## src/rtl/pic_pkg.sv

```systemverilog
package pic_pkg;

    localparam int UNIT_LINES   = 8;
    localparam int IDX_W        = $clog2(UNIT_LINES);
    localparam int VEC_W        = 8;
    localparam int BASE_W       = VEC_W - IDX_W;
    localparam int EXT_LINES    = 2 * UNIT_LINES;
    localparam int CASCADE_LINE = 2;
    localparam int LEGACY_LINE  = 2;
    localparam int REDIRECT_IDX = 1;
    localparam int ADDR_W       = 2;

    typedef logic [UNIT_LINES-1:0] line_mask_t;

    typedef struct packed {
        logic             valid;
        logic [IDX_W-1:0] idx;
    } pick_t;

    typedef enum logic [ADDR_W-1:0] {
        REG_PRI_BASE = 2'd0,
        REG_SEC_BASE = 2'd1,
        REG_PRI_EOI  = 2'd2,
        REG_SEC_EOI  = 2'd3
    } reg_sel_e;

    typedef struct packed {
        logic              pri_base_wr;
        logic              sec_base_wr;
        logic              pri_eoi;
        logic              sec_eoi;
        logic [BASE_W-1:0] base;
    } reg_cmd_t;

    // Lowest set index wins: scan downward so the last hit is the smallest.
    function automatic pick_t first_set(line_mask_t m);
        pick_t p;
        p = '0;
        for (int i = UNIT_LINES - 1; i >= 0; i--) begin
            if (m[i]) begin
                p.valid = 1'b1;
                p.idx   = IDX_W'(i);
            end
        end
        return p;
    endfunction

    function automatic line_mask_t idx_mask(logic [IDX_W-1:0] idx);
        return line_mask_t'(1) << idx;
    endfunction

endpackage

```

## src/rtl/pic_prio_resolve.sv

```systemverilog
module pic_prio_resolve
    import pic_pkg::*;
(
    input  line_mask_t pending,
    input  line_mask_t in_service,
    output pick_t      winner,
    output pick_t      top_service,
    output logic       fire
);
    always_comb begin
        winner      = first_set(pending);
        top_service = first_set(in_service);
        fire        = winner.valid &&
                      (!top_service.valid || (winner.idx < top_service.idx));
    end
endmodule

```

## src/rtl/pic_reg_decode.sv

```systemverilog
module pic_reg_decode
    import pic_pkg::*;
(
    input  logic              wr,
    input  logic [ADDR_W-1:0] addr,
    input  logic [VEC_W-1:0]  wdata,
    output reg_cmd_t          cmd
);
    reg_sel_e sel;

    always_comb begin
        sel             = reg_sel_e'(addr);
        cmd             = '0;
        cmd.base        = wdata[VEC_W-1 -: BASE_W];
        cmd.pri_base_wr = wr && (sel == REG_PRI_BASE);
        cmd.sec_base_wr = wr && (sel == REG_SEC_BASE);
        cmd.pri_eoi     = wr && (sel == REG_PRI_EOI);
        cmd.sec_eoi     = wr && (sel == REG_SEC_EOI);
    end
endmodule

```

## src/rtl/pic_unit.sv

```systemverilog
module pic_unit
    import pic_pkg::*;
#(
    parameter line_mask_t LEVEL_MASK = '0,
    parameter bit         IS_PRIMARY = 1'b0,
    parameter int         LINK_LINE  = CASCADE_LINE
) (
    input  logic              clk,
    input  logic              rst,
    input  line_mask_t        req_in,
    input  logic              base_wr,
    input  logic [BASE_W-1:0] base_in,
    input  logic              eoi,
    input  logic              ack_in,
    output logic              int_out,
    output logic              casc_ack,
    output logic              vec_oe,
    output logic [VEC_W-1:0]  vec_out
);
    line_mask_t        req_q;
    line_mask_t        irr_edge;
    line_mask_t        isr;
    line_mask_t        pending;
    line_mask_t        rise;
    line_mask_t        take_mask;
    line_mask_t        eoi_mask;
    logic [BASE_W-1:0] base_q;
    pick_t             win;
    pick_t             svc;
    logic              fire;
    logic              take;
    logic              to_link;

    // Level lines (the cascade link) follow their input; edge lines latch.
    assign pending = (irr_edge & ~LEVEL_MASK) | (req_in & LEVEL_MASK);
    assign rise    = req_in & ~req_q & ~LEVEL_MASK;

    pic_prio_resolve u_resolve (
        .pending     (pending),
        .in_service  (isr),
        .winner      (win),
        .top_service (svc),
        .fire        (fire)
    );

    assign int_out   = fire;
    assign take      = ack_in && fire;
    assign to_link   = take && IS_PRIMARY && (win.idx == IDX_W'(LINK_LINE));
    assign casc_ack  = to_link;
    assign take_mask = take ? idx_mask(win.idx) : '0;
    assign eoi_mask  = (eoi && svc.valid) ? idx_mask(svc.idx) : '0;

    always_ff @(posedge clk) begin
        if (rst) begin
            req_q    <= '0;
            irr_edge <= '0;
            isr      <= '0;
            base_q   <= '0;
            vec_oe   <= 1'b0;
            vec_out  <= '0;
        end else begin
            req_q    <= req_in;
            irr_edge <= (irr_edge & ~take_mask) | rise;
            isr      <= (isr & ~eoi_mask) | take_mask;
            if (base_wr) begin
                base_q <= base_in;
            end
            vec_oe <= take && !to_link;
            if (take && !to_link) begin
                vec_out <= {base_q, win.idx};
            end
        end
    end

    // acknowledge with no interrupt raised yields no vector
    a_r9_spurious_ack: assert property (@(posedge clk) disable iff (rst)
        (ack_in && !int_out) |=> !vec_oe);

    // in-service bits are only ever set by an accepted acknowledge
    a_r2_isr_only_on_ack: assert property (@(posedge clk) disable iff (rst)
        !ack_in |=> ((isr & ~$past(isr)) == '0));

    // one end-of-interrupt removes exactly one in-service bit
    a_r8_eoi_clears_one: assert property (@(posedge clk) disable iff (rst)
        (eoi && !ack_in && (isr != '0)) |=>
        ($countones(isr) == $countones($past(isr)) - 1));

    // an accepted acknowledge lands on a line not already in service
    a_r5_no_double_service: assert property (@(posedge clk) disable iff (rst)
        take |-> ((isr & take_mask) == '0));

endmodule

```

## src/rtl/pic_cascade_ctrl.sv

```systemverilog
module pic_cascade_ctrl
    import pic_pkg::*;
(
    input  logic                 clk,
    input  logic                 rst,
    input  logic [EXT_LINES-1:0] irq,
    output logic                 int_out,
    input  logic                 inta,
    input  logic                 reg_wr,
    input  logic [ADDR_W-1:0]    reg_addr,
    input  logic [VEC_W-1:0]     reg_wdata,
    output logic                 vec_valid,
    output logic [VEC_W-1:0]     vec_data
);
    localparam line_mask_t PRI_LEVEL = idx_mask(IDX_W'(CASCADE_LINE));

    reg_cmd_t         cmd;
    line_mask_t       pri_req;
    line_mask_t       sec_req;
    logic             sec_int;
    logic             sec_ack;
    logic             pri_oe;
    logic             sec_oe;
    logic             pri_link_unused;
    logic             sec_link_unused;
    logic [VEC_W-1:0] pri_vec;
    logic [VEC_W-1:0] sec_vec;

    pic_reg_decode u_decode (
        .wr    (reg_wr),
        .addr  (reg_addr),
        .wdata (reg_wdata),
        .cmd   (cmd)
    );

    for (genvar i = 0; i < UNIT_LINES; i++) begin : g_map
        if (i == CASCADE_LINE) begin : g_link
            assign pri_req[i] = sec_int;
        end else begin : g_direct
            assign pri_req[i] = irq[i];
        end
        if (i == REDIRECT_IDX) begin : g_legacy
            assign sec_req[i] = irq[UNIT_LINES + i] | irq[LEGACY_LINE];
        end else begin : g_plain
            assign sec_req[i] = irq[UNIT_LINES + i];
        end
    end

    pic_unit #(
        .LEVEL_MASK (PRI_LEVEL),
        .IS_PRIMARY (1'b1),
        .LINK_LINE  (CASCADE_LINE)
    ) u_primary (
        .clk      (clk),
        .rst      (rst),
        .req_in   (pri_req),
        .base_wr  (cmd.pri_base_wr),
        .base_in  (cmd.base),
        .eoi      (cmd.pri_eoi),
        .ack_in   (inta),
        .int_out  (int_out),
        .casc_ack (sec_ack),
        .vec_oe   (pri_oe),
        .vec_out  (pri_vec)
    );

    pic_unit #(
        .LEVEL_MASK ('0),
        .IS_PRIMARY (1'b0),
        .LINK_LINE  (CASCADE_LINE)
    ) u_secondary (
        .clk      (clk),
        .rst      (rst),
        .req_in   (sec_req),
        .base_wr  (cmd.sec_base_wr),
        .base_in  (cmd.base),
        .eoi      (cmd.sec_eoi),
        .ack_in   (sec_ack),
        .int_out  (sec_int),
        .casc_ack (sec_link_unused),
        .vec_oe   (sec_oe),
        .vec_out  (sec_vec)
    );

    assign pri_link_unused = sec_link_unused;
    assign vec_valid = pri_oe | sec_oe;
    assign vec_data  = pri_oe ? pri_vec : (sec_oe ? sec_vec : '0);

    // the two units never drive the vector bus together
    a_r6_single_driver: assert property (@(posedge clk) disable iff (rst)
        $onehot0({pri_oe, sec_oe}));

    // a vector only follows an acknowledge pulse
    a_r4_vec_after_ack: assert property (@(posedge clk) disable iff (rst)
        vec_valid |-> $past(inta));

    // the secondary is acknowledged only when it is requesting
    a_r6_link_ack_needs_int: assert property (@(posedge clk) disable iff (rst)
        sec_ack |-> sec_int);

endmodule

```

## config.mk

```make
export PLATFORM = sky130hd
export DESIGN_NAME = pic_cascade_ctrl
export DESIGN_NICKNAME = d
export VERILOG_FILES = /design/src/rtl/pic_pkg.sv /design/src/rtl/pic_prio_resolve.sv /design/src/rtl/pic_reg_decode.sv /design/src/rtl/pic_unit.sv /design/src/rtl/pic_cascade_ctrl.sv
export SDC_FILE = /design/constraint.sdc
export NUM_CORES = 1
export LEC_CHECK = 0
export BUFFER_PORTS_ARGS = -buffer_cell sky130_fd_sc_hd__buf_2
export CORE_UTILIZATION = 35
export CTS_BUF_LIST = sky130_fd_sc_hd__clkbuf_2
export DETAILED_ROUTE_END_ITERATION = 10
export GPL_TIMING_DRIVEN = 0
export SLEW_MARGIN = 20
export SYNTH_ARGS = -nofsm -noshare
export SYNTH_HDL_FRONTEND = slang
export SYNTH_SLANG_ARGS = --single-unit
```

## constraint.sdc

```tcl
create_clock -name clk -period 5.6 [get_ports clk]
set_input_delay 0 -clock clk [delete_from_list [all_inputs] [get_ports clk]]
set_output_delay 0 -clock clk [all_outputs]
set_load 0.01 [all_outputs]
```

# Word-level counts from Yosys, hierarchy flattened
# Cells that the tools add are included.
dict set report word_totals {
  regBits 76
  in_bits 30
  wordCells 97
}
dict set report op_classes {
  n_lt_le_gt_ge 2
  n_eq_ne 4
  shift 4
  muxes 38
  n_bitwise 19
  n_reduce_logical 18
}
# cell count
set ops {}
lappend ops {{$mux W4} 32}
lappend ops {{$and A8 B8 Y8} 6}
lappend ops {{$mux W8} 6}
lappend ops {{$not A8 Y8} 6}
lappend ops {{$or A8 B8 Y8} 4}
lappend ops {{$shl A1 B3 Y8 const A} 4}
lappend ops {{$logic_and A1 B1 Y1} 12}
lappend ops {{$or A8 B3 Y8} 1}
lappend ops {{$lt A3 B3 Y1} 2}
lappend ops {{$eq A2 B2 Y1 const B} 2}
lappend ops {{$eq A3 B2 Y1 const B} 1}
lappend ops {{$logic_not A1 Y1} 3}
lappend ops {{$eq A2 B1 Y1 const B} 1}
lappend ops {{$logic_not A2 Y1} 1}
lappend ops {{$logic_or A1 B1 Y1} 2}
lappend ops {{$or A1 B1 Y1} 2}

# Logic depth before layout (Yosys ltp)
# Gate-level depths: netlist of run 1.
dict set report depth {
  word_depth 30
  depth_mapped 20
  mapped_depth_nobuf 18
}

# Cells and area by module
# A second synthesis of run 1 with hierarchy kept.
dict set report hier_totals {
  cells_unflattened 373
  hier_area_um2 3286.9
}
# mod n_inst cells_per_inst area_each_um2 seq_area_each_um2
set modules_own_cells {}
lappend modules_own_cells {{pic_unit (u_secondary)} 1 140 1323.8 760.7}
lappend modules_own_cells {{pic_unit (u_primary)} 1 136 1310.0 720.7}
lappend modules_own_cells {pic_prio_resolve 2 36 231.5 0.0}
lappend modules_own_cells {pic_cascade_ctrl 1 16 115.1 0.0}
lappend modules_own_cells {pic_reg_decode 1 9 75.1 0.0}

# Worst setup path before layout of run 1
# Ideal clock, no wire load.
dict set report synth_timing {
  path_type {reg2reg}
  from {register u_secondary.irr_edge[0]}
  to {register u_primary.vec_out[0]}
  setup_ps 121
  t_arrival_ps 4005
  slack_ps 1473
  stages_incl_launch_ff 17
  cell_sequence {dfxtp_1 or2_2 nor3_1 or2b_1 inv_1 ha_1 a21oi_1 a2bb2oi_4 a21oi_1 and2_1 ha_1 a221oi_1 and3_1 and3_4 o22a_2 buf_6 mux2_4}
}
# item line
set synth_rtl {}
lappend synth_rtl {{from (decl)} pic_unit.sv:21} ;# line_mask_t irr_edge;
lappend synth_rtl {{from (signal assigned)} pic_unit.sv:63} ;# irr_edge <= (irr_edge & ~take_mask) | rise;
lappend synth_rtl {{to (signal assigned)} pic_unit.sv:70} ;# vec_out <= {base_q, win.idx};
lappend synth_rtl {{to (decl)} pic_unit.sv:18} ;# output logic [VEC_W-1:0] vec_out

==> impl_metrics.tcl, run 1 <==
set metrics [dict create \
    track_usage_pct 19.0 \
    antennaDiodeCount 0 \
    coreArea_sq_um 9330 \
    status "finished, final reports clean" \
    vias 3149 \
    finalCriticalPeriod_ns 4.81 \
    rows 35 \
    clock_sinks 74 \
    drtIter0Drc 112 \
    crit_start "u_secondary.irr_edge[0]" \
    synthesis.nets 440 \
    drv_cap 0 \
    cts.clk_slew.worst_paths_ns 0.22 \
    synthesis.area_sq_um 3390 \
    power_leakage_uw 0.00164 \
    clk_latency_ns 0.55 \
    grt_first_pass_wirelength_mm 14.7 \
    hold_ws_ns 0.200 \
    ys_ff_latch 74 \
    hp-class "input pin to flop" \
    die-width_um 100 \
    timing.fmax_ghz 0.208 \
    initial_core_util_pct 36.3 \
    tightest_slew_ns 0.652 \
    route.detailed.drc 0 \
    p_per_area_nw_per_um2 308 \
    layout-drive-gt1-share_pct 14.8 \
    crit_type "flop to flop" \
    via_per_inst 5.11 \
    hp-start "irq[11]" \
    htreeDepth 3 \
    r2r_start "u_secondary.irr_edge[0]" \
    routed_wl_mm 8.83 \
    io_buffers 36 \
    clock_path_buffers 2 \
    fin_cells 616 \
    avgSynthCellArea_sq_um 8.35 \
    cp-end-kind "flop" \
    place_area_sq_um 3740 \
    setup_viol 0 \
    rsz0062_at_grt "no" \
    fin_worst_skew_ns 0.0200 \
    critPathMaxFanout 10 \
    yosys.area.top_type "dfxtp_1" \
    antenna_found_initial 0 \
    drt-wirelength-per-cell_um 14.3 \
    cts_setup_buffers 0 \
    ys.flop_type "dfxtp_1" \
    dr.pass1.iters 5 \
    setup.worst_path.start_class "flop" \
    setup_tns_ns 0 \
    worst_slew_margin_rel_pct 56.5 \
    yosysWarningCount 0 \
    async_reset_ff_share_pct 0 \
    design_area_sq_um 4170 \
    nets 516 \
    ios 40 \
    ant_nets 0 \
    dieArea_sq_um 10100 \
    post_cts_resized 0 \
    grt_max_degree 14 \
    synth.distinct_cells 54 \
    syn2layout_area_growth_pct 22.9 \
    final-hold-violation-count 0 \
    dp_hpwl_mm 6.38 \
    vdd_ir_drop_max_v 0.000169 \
    place_inst 571 \
    finalWorstSetupSlack_ns 0.787 \
    overflow 0 \
    dp_slack_ns 0.841 \
    cts_tree "done" \
    r2r_slack_ns 0.79 \
    drv_slew 0 \
    yosysSeqAreaShare_pct 43.7 \
    synth_area_leaders "dfxtp_1 (44%), nand2_1 (6.6%), nor2_1 (5.1%), a21oi_1 (5.0%), mux2i_1 (4.7%)" \
    timing.final.crit_share_pct 85.9 \
    root_buffer "clkbuf_2" \
    synth_top_area_share_pct 43.7 \
    grt_pass1_vias 2998 \
    die_h_um 100 \
    synth-edff-count 0 \
    gp_congestion 0.904 \
    crit_required_ns 6.06 \
    synthCells 406 \
    cts_buffers 9 \
    postCtsHoldBufs 29 \
    cp.arrival_ns 5.27 \
]
cells in the final DEF (no fill, tap or decap), types with 2 or more instances in the layout:
cell type / count
ha_1: 4
o31ai_1: 4
nand3b_1: 2
and2_1: 4
o32ai_1: 3
clkbuf_2: 10
nand2b_1: 5
buf_2: 37
dfxtp_1: 74
clkbuf_1: 10
or2_2: 5
nor2_1: 46
o21bai_1: 4
nand4_1: 5
o2bb2ai_1: 2
nand4b_1: 3
a21oi_1: 34
dlygate4sd3_1: 29
nor3_1: 6
nand3_1: 8
bufinv_16: 2
o21a_1: 4
o21ai_0: 26
nand2_1: 60
inv_1: 17
a32oi_1: 3
buf_1: 2
a31o_2: 2
nor2b_1: 20
o211ai_1: 2
nor4_1: 2
and3_1: 3
a32o_1: 6
mux2i_1: 16
layout make-up:
class,instances,area (sq um)
flip-flops and latches,74,1480
clock inverters,6,90.1
well taps,129,161
clock buffers,10,50.0
fillers,912,5160
repair buffers,65,470
plain buffers,15,68.8
multi-input cells,299,1780
inverters,18,67.6
cell usage after synthesis (2+ instances only):
cell type / n
o31ai_1: 4
nand3b_1: 2
o21a_1: 4
buf_1: 2
and2_1: 4
nand3_1: 8
o2bb2ai_1: 2
nand2b_1: 5
clkbuf_1: 10
a32o_1: 6
a21oi_1: 34
nand2_1: 60
o211ai_1: 2
dfxtp_1: 74
mux2i_1: 16
and3_1: 3
nor2b_1: 20
nand4_1: 5
a32oi_1: 3
inv_1: 17
nor4_1: 2
nor3_1: 6
o21ai_0: 26
o21bai_1: 4
or2_2: 5
nand4b_1: 3
o32ai_1: 3
nor2_1: 46
ha_1: 4
a31o_2: 2
per-stage QoR:
step | util, % | total power (uW)
after floorplan | - | 837
after global placement | 40.0 | 918
after detailed placement | 40.1 | 923
after CTS | 44.7 | 1290
after global routing | 44.7 | 1360
final | 44.7 | 1280
registers in the layout, indices dropped and copies added, names as in the netlist:
signal and flops:
u_primary.isr 8, u_primary.vec_out 8, u_secondary.irr_edge 8, u_secondary.isr 8
u_secondary.req_q 8, u_secondary.vec_out 8, u_primary.irr_edge 7, u_primary.req_q 7
u_primary.base_q 5, u_secondary.base_q 5, u_primary.vec_oe 1, u_secondary.vec_oe 1
metal layers:
layer,up-vias,global-route usage [%],wire [um]
met5,-,0,0
met4,0,5.80,132
met3,9,4.60,407
met2,82,31.5,4090
met1,1480,24.6,4200
li1,1578,-,-
worst paths after layout:
check | depth (start not counted) | end
worst max-delay path | 18 | u_secondary.irr_edge[0]
worst min-delay path | 3 | u_secondary.req_q[3]
worst max register to register | 18 | u_secondary.irr_edge[0]
worst min register to register | 1 | u_primary.irr_edge[3]
report_power, final:
part / internal (uW) / switching (uW)
clock network: 151 / 202
registers: 565 / 33.8
logic: 143 / 190
worst max-delay path, stage by stage, from the launching register on:
cell       delay (ns)
dfxtp_1          0.43
or2_2            0.34
nor3_1           0.33
or2b_1           0.30
inv_1            0.15
ha_1             0.27
a21oi_1          0.24
a2bb2oi_4        0.22
and2_1           0.21
nor3_1           0.06
nor2_1           0.11
ha_1             0.24
o21a_1           0.16
o21ai_0          0.44
o21a_1           0.29
nand4_1          0.30
clkbuf_1         0.36
a21oi_1          0.21
nor2_1           0.05
cells by family after synthesis:
group           after synthesis  share of synthesized area, %
compound gates              102                          20.2
fa+ha+maj                     4                          1.48
buf+inv                      33                          4.02
flops                        74                          43.7
mux                          17                          5.17
simple gates                176                          25.5
(Power assumes the default switching activity.)
==> inputs of run 2 (changes only) <==
- MAX_ROUTING_LAYER: default -> met4
- SETUP_SLACK_MARGIN: default -> 0.5
- clock period: 5.6 -> 6.2 ns (I/O delays scaled with it)
==> run 2 against run 1 <==
Against the previous run:
- hold slack improved by 0.0019 ns
- utilization fell by 0.39 points
- register-to-register slack improved by 0.43 ns
- via count fell by 1.1%
- flip-flop and latch count did not move
- critical path depth did not move
- sequential power fell by 9.5%
- maximum frequency fell by 3.5%
- global-route usage rose by 0.52 points
- cell area fell by 0.87%
- sequential share of layout area rose by 0.31 points
- power fell by 13%
==> impl_metrics.tcl, run 2 (synthesis gave the netlist of run 1 again) <==
set metrics [dict create \
    status "finished, final reports clean" \
    die_h_um 100 \
    vdd_ir_drop_max_v 0.000115 \
    nets 515 \
    final_common_cell "dfxtp_1" \
    ant_nets 0 \
    drv_cap 0 \
    multi_input_area_sq_um 1780 \
    via_per_inst 5.06 \
    rows 35 \
    timing.final.crit_share_pct 80.4 \
    clock_sinks 74 \
    cts_tree "done" \
    overflow 0 \
    drv_slew 0 \
    hp-class "input pin to flop" \
    setup.worst_path.start_class "flop" \
    place_inst 571 \
    critPathMaxFanout 10 \
    cts_buffers 9 \
    cts.clk_slew.worst_paths_ns 0.22 \
    drtIter0Drc 117 \
    cp-end-kind "flop" \
    reg2reg_depth 18 \
    timing.rr.end "u_secondary.irr_edge[0]" \
    final-hold-violation-count 0 \
    setup_tns_ns 0 \
    clock_path_buffers 2 \
    routed_wl_mm 8.92 \
    rsz0062_at_grt "no" \
    crit_path_end "u_secondary.irr_edge[0]" \
    timing.fmax_ghz 0.201 \
    grt_pass1_vias 2987 \
    coreArea_sq_um 9330 \
    cp.arrival_ns 5.41 \
    dr.pass1.iters 5 \
    ios 40 \
    root_buffer "clkbuf_2" \
    antennaDiodeCount 0 \
    initial_core_util_pct 36.3 \
    clk_latency_ns 0.55 \
    layout-drive-gt1-share_pct 14.6 \
    io_buffers 36 \
    fin_worst_skew_ns 0.0409 \
    crit_type "flop to flop" \
    dieArea_sq_um 10100 \
    tightest_slew_ns 0.691 \
    r2r_start "u_secondary.irr_edge[0]" \
    fin_cells 615 \
    antenna_found_initial 0 \
    dp_hpwl_mm 6.46 \
    track_usage_pct 19.6 \
    gp_congestion 0.864 \
    hold_ws_ns 0.202 \
    grt_max_degree 14 \
    register_area_sq_um 1480 \
    setup_viol 0 \
    syn2layout_area_growth_pct 21.9 \
    htreeDepth 3 \
    grt_first_pass_wirelength_mm 14.6 \
    fillers 936 \
    p_per_area_nw_per_um2 271 \
    crit_required_ns 6.63 \
    vias 3114 \
    r2r_slack_ns 1.22 \
    die-width_um 100 \
    final_cell_mix "dfxtp_1 (74), nand2_1 (60), nor2_1 (46), buf_2 (37), a21oi_1 (34)" \
    drt-wirelength-per-cell_um 14.5 \
    route.detailed.drc 0 \
    cts_setup_buffers 0 \
    finalCriticalPeriod_ns 4.98 \
    hold_depth 4 \
    p_total_uw 1120 \
    crit_start "u_secondary.irr_edge[0]" \
    worst_slew_margin_rel_pct 53.9 \
    power_leakage_uw 0.00162 \
]
run 2: area by class of cell:
type	instances	area share, %
multi-input cells	299	43.0
plain buffers	15	1.67
well taps	129	3.91
flip-flops and latches	74	35.9
clock buffers	9	1.09
inverters	18	1.64
repair buffers	64	11.1
clock inverters	7	1.67
run 2: timing repair:
action	4_1_cts	5_1_grt
hold buffers	28	0
gates resized for setup	0	0
endpoints found under the hold margin	50	0
setup endpoints to repair	0	0
run 2: where the power goes:
group | switching [uW] | internal, uW | total (uW)
logic | 173 | 128 | 301
registers | 30.8 | 511 | 542
clock network | 184 | 92.4 | 276
run 2: critical path, cell delays in order, from the launching register on:
cell       delay, ns
dfxtp_1         0.42
or2_2           0.34
nor3_1          0.35
or2b_1          0.30
inv_1           0.15
ha_1            0.27
a21oi_1         0.26
a2bb2oi_4       0.23
and2_1          0.21
nor3_1          0.07
nor2_1          0.13
ha_1            0.25
o21a_1          0.16
o21ai_0         0.44
o21a_1          0.28
nand4_1         0.32
clkbuf_1        0.40
a21oi_1         0.23
nor2_1          0.05
run 2: worst min-delay path by stage:
stage,from,to,slack [ns]
after global placement,irq[3],u_primary.req_q[3],0.21
final,irq[3],u_primary.req_q[3],0.20
after global routing,irq[10],u_secondary.req_q[2],0.15
after floorplan,rst,u_primary.req_q[7],0.08
after CTS,irq[3],u_primary.req_q[3],0.17
after detailed placement,irq[3],u_primary.req_q[3],0.22
run 2: layer usage:
metal | vias up | wire (um) | global-route usage, %
li1 | 1576 | - | -
met1 | 1457 | 4510 | 26.0
met2 | 74 | 3960 | 29.7
met3 | 7 | 376 | 5.43
met4 | 0 | 70 | 4.01
met5 | - | 0 | -
run 2: metrics by stage:
step           worst slack (ns)  cell area [sq um]  utilization, %
2_1_floorplan              2.07               3390               -
3_3_place_gp               1.36               3730            40.0
3_5_place_dp               1.33               3740            40.1
4_1_cts                    1.29               4130            44.3
5_1_grt                   0.880               4130            44.3
6_report                   1.22               4130            44.3
==> inputs of run 3 (changes only) <==
- clock period: 6.2 -> 5.2 ns (I/O delays scaled with it)
==> run 3 against run 2 <==
Against the previous run:
- maximum frequency rose by 14%
- critical path depth stayed put
- largest power group unchanged
- hold slack about the same
- critical path type unchanged
- combinational power rose by 25%
- count of clock-buffer cells in the layout stayed put
- largest cell class unchanged
==> impl_metrics.tcl, run 3 (synthesis gave the netlist of run 1 again) <==
set metrics [dict create \
    vdd_ir_drop_max_v 0.000137 \
    grt_pass1_vias 2987 \
    ant_nets 0 \
    coreArea_sq_um 9330 \
    initial_core_util_pct 36.3 \
    grt_first_pass_wirelength_mm 14.6 \
    setup_tns_ns 0 \
    cp-end-kind "flop" \
    met1_length_mm 4.55 \
    layout-drive-gt1-share_pct 15.6 \
    fin_worst_skew_ns 0.0340 \
    finalCriticalPeriod_ns 4.37 \
    setup_viol 0 \
    cts_buffers 9 \
    via_per_inst 5.08 \
    routed-wl-met3_um 332 \
    die-width_um 100 \
    power_leakage_uw 0.00165 \
    reg2reg_depth 18 \
    worst_slew_margin_rel_pct 54.4 \
    track_usage_pct 19.6 \
    path_delay_family "simple AND/OR/NAND/NOR gates" \
    status "finished, final reports clean" \
    critical_path_buf_inv_count 2 \
    cp.arrival_ns 4.83 \
    rsz0062_at_grt "no" \
    syn2layout_area_growth_pct 23.0 \
    drv_slew 0 \
    cts_setup_buffers 0 \
    ios 40 \
    cp_num_cells 18 \
    cts.clk_slew.worst_paths_ns 0.21 \
    dr.pass1.iters 5 \
    route.detailed.drc 0 \
    p_sw_share_pct 34.9 \
    root_buffer "clkbuf_2" \
    final_common_cell "dfxtp_1" \
    dp_hpwl_mm 6.46 \
    pwr-share-clk_pct 24.4 \
    crit_start "u_secondary.irr_edge[0]" \
    final-hold-violation-count 0 \
    hp-start "irq[3]" \
    antennaDiodeCount 0 \
    timing.fmax_ghz 0.229 \
    setup.worst_path.start_class "flop" \
    crit_type "flop to flop" \
    overflow 0 \
    combPwrFrac_pct 27.7 \
    r2r_start "u_secondary.irr_edge[0]" \
    drtIter0Drc 125 \
    rows 35 \
    switchingPower_uw 472 \
    tightest_slew_ns 0.685 \
    clock_path_buffers 2 \
    htreeDepth 3 \
    route.met2.wl_mm 4.00 \
    max_stage_delay_ns 0.42 \
    drt-wirelength-per-cell_um 14.5 \
    vias 3126 \
    p_seq_share_pct 47.8 \
    io_buffers 36 \
    crit_required_ns 5.66 \
    antenna_found_initial 0 \
    path_cells "or2_2 -> nor3_4 -> or2b_1 -> inv_1 -> ha_1 -> a21oi_2 -> a2bb2oi_4 -> and2_1 -> nor3_1 -> nor2_1 -> ha_1 -> o21a_1 -> o21ai_2 -> o21a_1 -> and4_1 -> buf_2 -> nand4_1 -> a32o_1" \
    cts_tree "done" \
    routed_wl_mm 8.95 \
    drv_cap 0 \
    dieArea_sq_um 10100 \
    top_layer_used "met4" \
    grt_max_degree 14 \
    timing.final.crit_share_pct 84.0 \
    p_per_area_nw_per_um2 324 \
    hp-class "input pin to flop" \
    clk_latency_ns 0.54 \
    gp_congestion 0.864 \
    crit_slowest_cell "dfxtp_1" \
    final_cell_mix "dfxtp_1 (74), nand2_1 (60), nor2_1 (46), buf_2 (38), a21oi_1 (33)" \
    die_h_um 100 \
    clock_sinks 74 \
    hold_depth 4 \
    nets 515 \
    critPathMaxFanout 7 \
    final_util_pct 44.7 \
    p_int_uw 879 \
]
## run 3: cell types whose count changed in the layout (fill, tap and decap cells not counted), sizes merged
cell / delta
clkbuf: -1
buf: +1
## run 3: path summary, 6_finish.rpt
check	endpoint	slack [ns]
worst max-delay path	u_secondary.irr_edge[7]	0.83
worst min-delay path	u_primary.req_q[3]	0.20
worst max register to register	u_secondary.irr_edge[7]	0.83
worst min register to register	u_primary.irr_edge[3]	0.43
## run 3: metal layers
metal  vias up  track usage [%]
met5         -                -
met4         0             4.01
met3         7             5.43
met2        68             29.7
met1      1475             26.0
li1       1576                -
## run 3: cell type report
class / count / area [sq um]
clock buffers: 9 / 45.0
multi-input cells: 299 / 1810
clock inverters: 7 / 68.8
fillers: 936 / 5160
flip-flops and latches: 74 / 1480
well taps: 129 / 161
inverters: 18 / 67.6
plain buffers: 15 / 70.1
repair buffers: 64 / 460
## run 3: power by group through the flow
stage	Clock, uW	Sequential [uW]	Combinational [uW]
6_report	330	646	375
4_1_cts	336	645	362
5_1_grt	361	653	415
3_3_place_gp	0	655	337
3_5_place_dp	0	657	340
2_1_floorplan	0	646	256
## run 3: through the flow
stage	total power [uW]	worst slack [ns]	hold WS (ns)	cells	area (sq um)
6_report	1350	0.831	0.203	615	4170
5_1_grt	1430	0.521	0.155	615	4170
4_1_cts	1340	0.502	0.175	615	4140
3_5_place_dp	996	0.327	0.222	571	3740
3_3_place_gp	992	0.356	0.208	571	3730
2_1_floorplan	902	1.07	0.0831	406	3390
## run 3: worst reg2reg max path, cell delays in order (launching register included)
cell and delay (ns):
dfxtp_1 0.42, or2_2 0.36, nor3_4 0.18, or2b_1 0.28, inv_1 0.15, ha_1 0.28
a21oi_2 0.21, a2bb2oi_4 0.22, and2_1 0.21, nor3_1 0.07, nor2_1 0.13, ha_1 0.25
o21a_1 0.18, o21ai_2 0.22, o21a_1 0.24, and4_1 0.21, buf_2 0.16, nand4_1 0.20
a32o_1 0.34
## run 3: repair_timing
item / in CTS / in global routing
endpoints found under the setup margin: 15 / 29
hold buffers: 28 / 0
resized for setup: 3 / 6
endpoints found under the hold margin: 50 / 0
